File: config.mk
export PLATFORM = sky130hd
export DESIGN_NAME = ep_dreq_ctrl
export DESIGN_NICKNAME = d
export VERILOG_FILES = /design/src/rtl/ep_dreq_pkg.sv /design/src/rtl/ep_dreq_rst_sync.sv /design/src/rtl/ep_dreq_cfg_reg.sv /design/src/rtl/ep_dreq_dack_sync.sv /design/src/rtl/ep_dreq_req_gen.sv /design/src/rtl/ep_dreq_ctrl.sv
export SDC_FILE = /design/constraint.sdc
export NUM_CORES = 1
export LEC_CHECK = 0
export ABC_AREA = 1
export ABC_CLOCK_PERIOD_IN_PS = 900
export BUFFER_PORTS_ARGS = -buffer_cell sky130_fd_sc_hd__buf_2
export CAP_MARGIN = 20
export CORE_UTILIZATION = 35
export CTS_CLUSTER_DIAMETER = 120
export DETAILED_ROUTE_END_ITERATION = 12
export PLACE_DENSITY = 0.72
export SLEW_MARGIN = 30
export SYNTH_ARGS = -nofsm -noshare
export SYNTH_HDL_FRONTEND = slang
export SYNTH_SLANG_ARGS = --single-unit
export TNS_END_PERCENT = 10
File: constraint.sdc
create_clock -name clk -period 0.9 [get_ports clk]
set_input_delay 0.18 -clock clk [delete_from_list [all_inputs] [get_ports clk]]
set_output_delay 0.18 -clock clk [all_outputs]
set_load 0.01 [all_outputs]
File: src/rtl/ep_dreq_pkg.sv
package ep_dreq_pkg;

  localparam int EP_SEL_W = 4;

  typedef enum logic {
    XFER_BURST = 1'b0,
    XFER_WORD  = 1'b1
  } xfer_mode_e;

  typedef struct packed {
    xfer_mode_e          mode;
    logic                en;
    logic [EP_SEL_W-1:0] ep;
  } dma_cfg_t;

endpackage

File: src/rtl/ep_dreq_rst_sync.sv
module ep_dreq_rst_sync #(
  parameter int STAGES = 2
) (
  input  logic clk,
  input  logic rst_n,
  output logic rst_sync_n
);

  logic [STAGES-1:0] chain_q;

  always_ff @(posedge clk or negedge rst_n) begin
    if (!rst_n) begin
      chain_q <= '0;
    end else begin
      chain_q <= {chain_q[STAGES-2:0], 1'b1};
    end
  end

  assign rst_sync_n = chain_q[STAGES-1];

endmodule

File: src/rtl/ep_dreq_cfg_reg.sv
module ep_dreq_cfg_reg
  import ep_dreq_pkg::*;
#(
  parameter int              DATA_W   = 16,
  parameter int              ADDR_W   = 8,
  parameter logic [ADDR_W-1:0] CFG_ADDR = 8'h2C,
  parameter int              MODE_BIT = 15,
  parameter int              EN_BIT   = 8
) (
  input  logic              clk,
  input  logic              rst_n,
  input  logic              wr_en,
  input  logic              rd_en,
  input  logic [ADDR_W-1:0] addr,
  input  logic [DATA_W-1:0] wdata,
  output logic [DATA_W-1:0] rdata,
  output dma_cfg_t          cfg_q,
  output dma_cfg_t          cfg_nxt
);

  logic     addr_hit;
  logic     wr_hit;
  dma_cfg_t cfg_wr;

  assign addr_hit = (addr == CFG_ADDR);
  assign wr_hit   = wr_en && addr_hit;

  always_comb begin
    cfg_wr.mode = xfer_mode_e'(wdata[MODE_BIT]);
    cfg_wr.en   = wdata[EN_BIT];
    cfg_wr.ep   = wdata[EP_SEL_W-1:0];
  end

  // next-state: forwarded so that the request logic sees a write on its own edge
  always_comb begin
    cfg_nxt = cfg_q;
    if (wr_hit) begin
      cfg_nxt = cfg_wr;
    end
  end

  always_ff @(posedge clk or negedge rst_n) begin
    if (!rst_n) begin
      cfg_q.mode <= XFER_BURST;
      cfg_q.en   <= 1'b0;
      cfg_q.ep   <= '0;
    end else if (wr_hit) begin
      cfg_q <= cfg_nxt;
    end
  end

  always_comb begin
    rdata = '0;
    if (rd_en && addr_hit) begin
      rdata[MODE_BIT]         = cfg_q.mode;
      rdata[EN_BIT]           = cfg_q.en;
      rdata[EP_SEL_W-1:0]     = cfg_q.ep;
    end
  end

endmodule

File: src/rtl/ep_dreq_dack_sync.sv
module ep_dreq_dack_sync #(
  parameter int STAGES = 2
) (
  input  logic clk,
  input  logic rst_n,
  input  logic dack_n_async,
  output logic dack_hi,
  output logic dack_fall
);

  logic [STAGES-1:0] sync_q;
  logic [STAGES-1:0] sync_nxt;
  logic              last_q;

  always_comb begin
    sync_nxt = {sync_q[STAGES-2:0], dack_n_async};
  end

  // idle level of the acknowledge is high
  always_ff @(posedge clk or negedge rst_n) begin
    if (!rst_n) begin
      sync_q <= '1;
      last_q <= 1'b1;
    end else begin
      sync_q <= sync_nxt;
      last_q <= sync_q[STAGES-1];
    end
  end

  assign dack_hi   = sync_q[STAGES-1];
  assign dack_fall = last_q && !sync_q[STAGES-1];

endmodule

File: src/rtl/ep_dreq_req_gen.sv
module ep_dreq_req_gen
  import ep_dreq_pkg::*;
#(
  parameter int NUM_EP = 5
) (
  input  logic              clk,
  input  logic              rst_n,
  input  dma_cfg_t          cfg_nxt,
  input  logic [NUM_EP-1:0] ep_dir_in,
  input  logic [NUM_EP-1:0] ep_space,
  input  logic [NUM_EP-1:0] ep_data,
  input  logic              dack_hi,
  input  logic              dack_fall,
  output logic              dreq
);

  logic [NUM_EP-1:0] ep_hit;
  logic [NUM_EP-1:0] ep_rdy;
  logic              sel_ready;
  logic              armed;
  logic              dreq_q;
  logic              dreq_nxt;

  // endpoint n is addressed by code n; code 0 never matches
  for (genvar g = 0; g < NUM_EP; g++) begin : g_ep
    assign ep_hit[g] = (cfg_nxt.ep == EP_SEL_W'(g + 1));
    assign ep_rdy[g] = ep_dir_in[g] ? ep_space[g] : ep_data[g];
  end

  assign sel_ready = |(ep_hit & ep_rdy);
  assign armed     = cfg_nxt.en && sel_ready;

  always_comb begin
    unique case (cfg_nxt.mode)
      XFER_BURST: dreq_nxt = armed && !dack_fall;
      XFER_WORD:  dreq_nxt = armed && dack_hi;
      default:    dreq_nxt = 1'b0;
    endcase
  end

  always_ff @(posedge clk or negedge rst_n) begin
    if (!rst_n) begin
      dreq_q <= 1'b0;
    end else begin
      dreq_q <= dreq_nxt;
    end
  end

  assign dreq = dreq_q;

endmodule

File: src/rtl/ep_dreq_ctrl.sv
module ep_dreq_ctrl
  import ep_dreq_pkg::*;
#(
  parameter int                NUM_EP      = 5,
  parameter int                DATA_W      = 16,
  parameter int                ADDR_W      = 8,
  parameter logic [ADDR_W-1:0] CFG_ADDR    = 8'h2C,
  parameter int                MODE_BIT    = 15,
  parameter int                EN_BIT      = 8,
  parameter int                SYNC_STAGES = 2,
  parameter int                RST_STAGES  = 2
) (
  input  logic              clk,
  input  logic              rst_n,
  input  logic              cpu_wr_en,
  input  logic              cpu_rd_en,
  input  logic [ADDR_W-1:0] cpu_addr,
  input  logic [DATA_W-1:0] cpu_wdata,
  output logic [DATA_W-1:0] cpu_rdata,
  input  logic [NUM_EP-1:0] ep_dir_in,
  input  logic [NUM_EP-1:0] ep_space,
  input  logic [NUM_EP-1:0] ep_data,
  input  logic              dack_n,
  output logic              dreq
);

  logic                rst_sync_n;
  dma_cfg_t            cfg_q;
  dma_cfg_t            cfg_nxt;
  logic                dack_hi;
  logic                dack_fall;
  logic                cfg_mode_q;
  logic                cfg_en_q;
  logic [EP_SEL_W-1:0] cfg_ep_q;

  ep_dreq_rst_sync #(.STAGES(RST_STAGES)) rst_sync_i (
    .clk        (clk),
    .rst_n      (rst_n),
    .rst_sync_n (rst_sync_n)
  );

  ep_dreq_cfg_reg #(
    .DATA_W   (DATA_W),
    .ADDR_W   (ADDR_W),
    .CFG_ADDR (CFG_ADDR),
    .MODE_BIT (MODE_BIT),
    .EN_BIT   (EN_BIT)
  ) cfg_reg_i (
    .clk     (clk),
    .rst_n   (rst_sync_n),
    .wr_en   (cpu_wr_en),
    .rd_en   (cpu_rd_en),
    .addr    (cpu_addr),
    .wdata   (cpu_wdata),
    .rdata   (cpu_rdata),
    .cfg_q   (cfg_q),
    .cfg_nxt (cfg_nxt)
  );

  ep_dreq_dack_sync #(.STAGES(SYNC_STAGES)) dack_sync_i (
    .clk          (clk),
    .rst_n        (rst_sync_n),
    .dack_n_async (dack_n),
    .dack_hi      (dack_hi),
    .dack_fall    (dack_fall)
  );

  ep_dreq_req_gen #(.NUM_EP(NUM_EP)) req_gen_i (
    .clk       (clk),
    .rst_n     (rst_sync_n),
    .cfg_nxt   (cfg_nxt),
    .ep_dir_in (ep_dir_in),
    .ep_space  (ep_space),
    .ep_data   (ep_data),
    .dack_hi   (dack_hi),
    .dack_fall (dack_fall),
    .dreq      (dreq)
  );

  assign cfg_mode_q = cfg_q.mode;
  assign cfg_en_q   = cfg_q.en;
  assign cfg_ep_q   = cfg_q.ep;

endmodule

==> run summary <==
critical path, cell by cell -> buf_8 > inv_4 > nor2_4 > nand2_4 > nor2_8 > nand2_8 > nor2_2 > buf_2
gr usage total -> 0.167
routability cong. -> 0.841
diode count -> 0
dpl cells -> 188
CP Capture Type -> primary output
RSZ-0062 raised after global routing -> yes
IO Count -> 61
setup tns final -> -1.75 ns
CTS Buf Count -> 3
Initial Utilization -> 0.388
Port Buffers -> 40
Tcrit/Tclk final -> 1.30
fraction of the mapped netlist area in compound gates -> 0.0196
post-synth top area cell -> dfrtp_1
CP max stage delay -> 0.15 ns
Root Driver -> clkbuf_4
grt total ovfl -> 0
Synth Area in Simple Gates -> 0.390
Mapped Area -> 892 sq um
Critical Path RT -> 0.72 ns
Seq/Total Area, Yosys -> 0.341
clock skew -> 0.00429 ns
GR Util met2 -> 0.319
clock tree from TritonCTS -> yes
via count -> 902
yosys warns -> 0
Worst Path Buf+Inv -> 3
core area -> 2300 sq um
syn avg cell area -> 7.69 sq um
Post-synth EDFFs -> 0
Adder-Cell Fraction of Synth Area -> 0
Post-Synth XOR/XNOR Area -> 0
mean number of vias per cell -> 4.53
max frequency -> 853 MHz
worst skew pair latency -> 0.27 ns
setup violators final -> 9
Most used DFF post-synth -> dfrtp_1
fin. max-slew vios -> 0
CP startpoint kind -> primary input
initial antenna violation count -> 0
status -> finished with violations
number of global-route vias before repair -> 865
H-tree depth -> 1
area delta synth->final -> 52.3%
Residual DRC -> 0
leakage power -> 0.738 nW
initial detailed-routing violation count -> 17
Tmin final -> 1.17 ns
largest family of logic cells by synthesized area -> simple AND/OR/NAND/NOR gates
Synth Instances -> 116
Async S/R FF share, synth -> 1.00
Power Dens Cells -> 984 nW/um^2
delay-heaviest family, CP -> simple AND/OR/NAND/NOR gates
Max Cap Viol -> 0
drt total wl -> 2350 um
Crit-path slowest cell -> nor2_8
Num Clock Sinks -> 12
utilization after layout -> 0.592
final worst setup slack -> -0.272 ns
FF+latch count, synth -> 12
post-detailed-route wirelength per cell -> 11.8 um
HP Class -> register to asynchronous set/reset pin
Synth area leaders -> dfrtp_1 (25%), nand2_1 (11%), buf_4 (9.3%), dfstp_2 (8.8%), inv_1 (8.0%)
mux share of post-synthesis cell area -> 0.0603
kind of critical path -> primary input to primary output
die area -> 2750 sq um
share of the synthesized area in the top cell type -> 0.252
nets -> 216
met3 usage -> 0.00870
share of cells above drive strength 1 -> 0.561
final hold viol count -> 0
Die X -> 52.5 um
largest net degree at the start of global routing -> 11
most used routing layer -> met2
non-filler cells, final -> 199
Clk pin slew, worst setup/hold paths -> 0.08 ns
worst vdd ir -> 871 uV
post-synth cell types -> 20
antenna-violating nets left -> 0
Critical Path AT -> 0.99 ns
Pre-antenna DRT Iters -> 4
violated checks -> negative setup slack
Worst Path Max Fanout -> 6
FP Rows -> 17
first-pass GRT wire length -> 3370 um
Clock Path Buffers -> 2
DIE HEIGHT -> 52.5 um
Post-synth top cells -> nand2_1 (25), inv_1 (19), buf_4 (11)
met1 Use GR -> 0.187
count leader, synth -> nand2_1
HPWL Detailed -> 1730 um
## report_power, final
group          internal (mW)  leakage (nW)  switching, mW
logic                  0.156         0.575          0.166
clock network          0.246        0.0210          0.182
registers              0.568         0.142         0.0189
total                  0.970         0.738          0.367
## layout make-up
type	instances	area [sq um]
fill	194	938
multi-input combinational	81	532
timing repair buffer	53	370
sequential	12	304
inverter	21	81.3
clock buffer	4	36.3
tap	28	35.0
## worst paths after layout
check,start,to,slack (ns),depth (start not counted)
worst max-delay path,cpu_addr[5],cpu_rdata[15],-0.27,8
worst min-delay path,rst_sync_i.chain_q[1],cfg_reg_i.cfg_q[0],0.16,0
worst max register to register,cfg_reg_i.cfg_q[3],req_gen_i.dreq,-0.14,8
worst min register to register,rst_sync_i.chain_q[1],cfg_reg_i.cfg_q[0],0.16,0
max in group asynchronous,rst_sync_i.chain_q[1],dack_sync_i.sync_q[0],0.42,0
min in group clk,cpu_wdata[2],cfg_reg_i.cfg_q[2],0.17,3
## timing repair
action | in CTS | in global routing
buffers inserted | 3 | 2
resized for setup | 5 | 30
setup endpoints to repair | 8 | 11
hold buffers | 1 | 1
pin swaps | 3 | 13
hold endpoints to repair | 2 | 1
## stage by stage
stage / cell area [sq um] / hold slack [ns] / setup slack, ns / total power [mW]
after global routing: 1360 / 0.179 / -0.313 / 1.41
after detailed placement: 1140 / -0.0271 / -0.415 / 0.859
final: 1360 / 0.159 / -0.272 / 1.34
after CTS: 1220 / 0.00397 / -0.250 / 1.29
after global placement: 1140 / -0.0350 / -0.373 / 0.846
after floorplan: 938 / -0.116 / -0.0957 / 0.764
## state kept, by name (all words and copies together), names as in the netlist
register,cells
dack_sync_i.sync_q,2
dack_sync_i.last_q,1
rst_sync_i.chain_q,2
req_gen_i.dreq,1
cfg_reg_i.cfg_q,6
## per-layer routing
metal	wire length, um	vias to the layer above
met3	114	10
met5	0	-
met1	868	406
met4	101	0
met2	1270	48
li1	-	438
## cell families after synthesis
kind of cell | count (synthesis)
compound gates | 2
other cells | 2
simple gates | 63
buf+inv | 32
mux | 5
flops | 12
## cells in the final DEF (no fill, tap or decap), types with 2 or more instances in the layout
master,count
buf_2,31
buf_4,9
buf_6,10
clkbuf_4,3
conb_1,11
dfrtp_1,9
dfstp_2,3
dlygate4sd3_1,2
inv_1,16
inv_2,4
mux2_2,3
mux2i_1,2
nand2_1,23
nand2_2,7
nand2_4,3
nand3_1,8
nand3_2,3
nor2_1,3
nor2_2,5
nor2_4,7
## worst register-to-register path, cell delays in order (launching register included)
cell and delay (ns):
dfrtp_1 0.38, inv_2 0.06, buf_4 0.09, nand2_1 0.06
nand2_2 0.08, nand2_2 0.05, a21oi_2 0.11, nand2_1 0.07
nor2_1 0.08
Note: power is estimated with default switching activity, not from simulation.
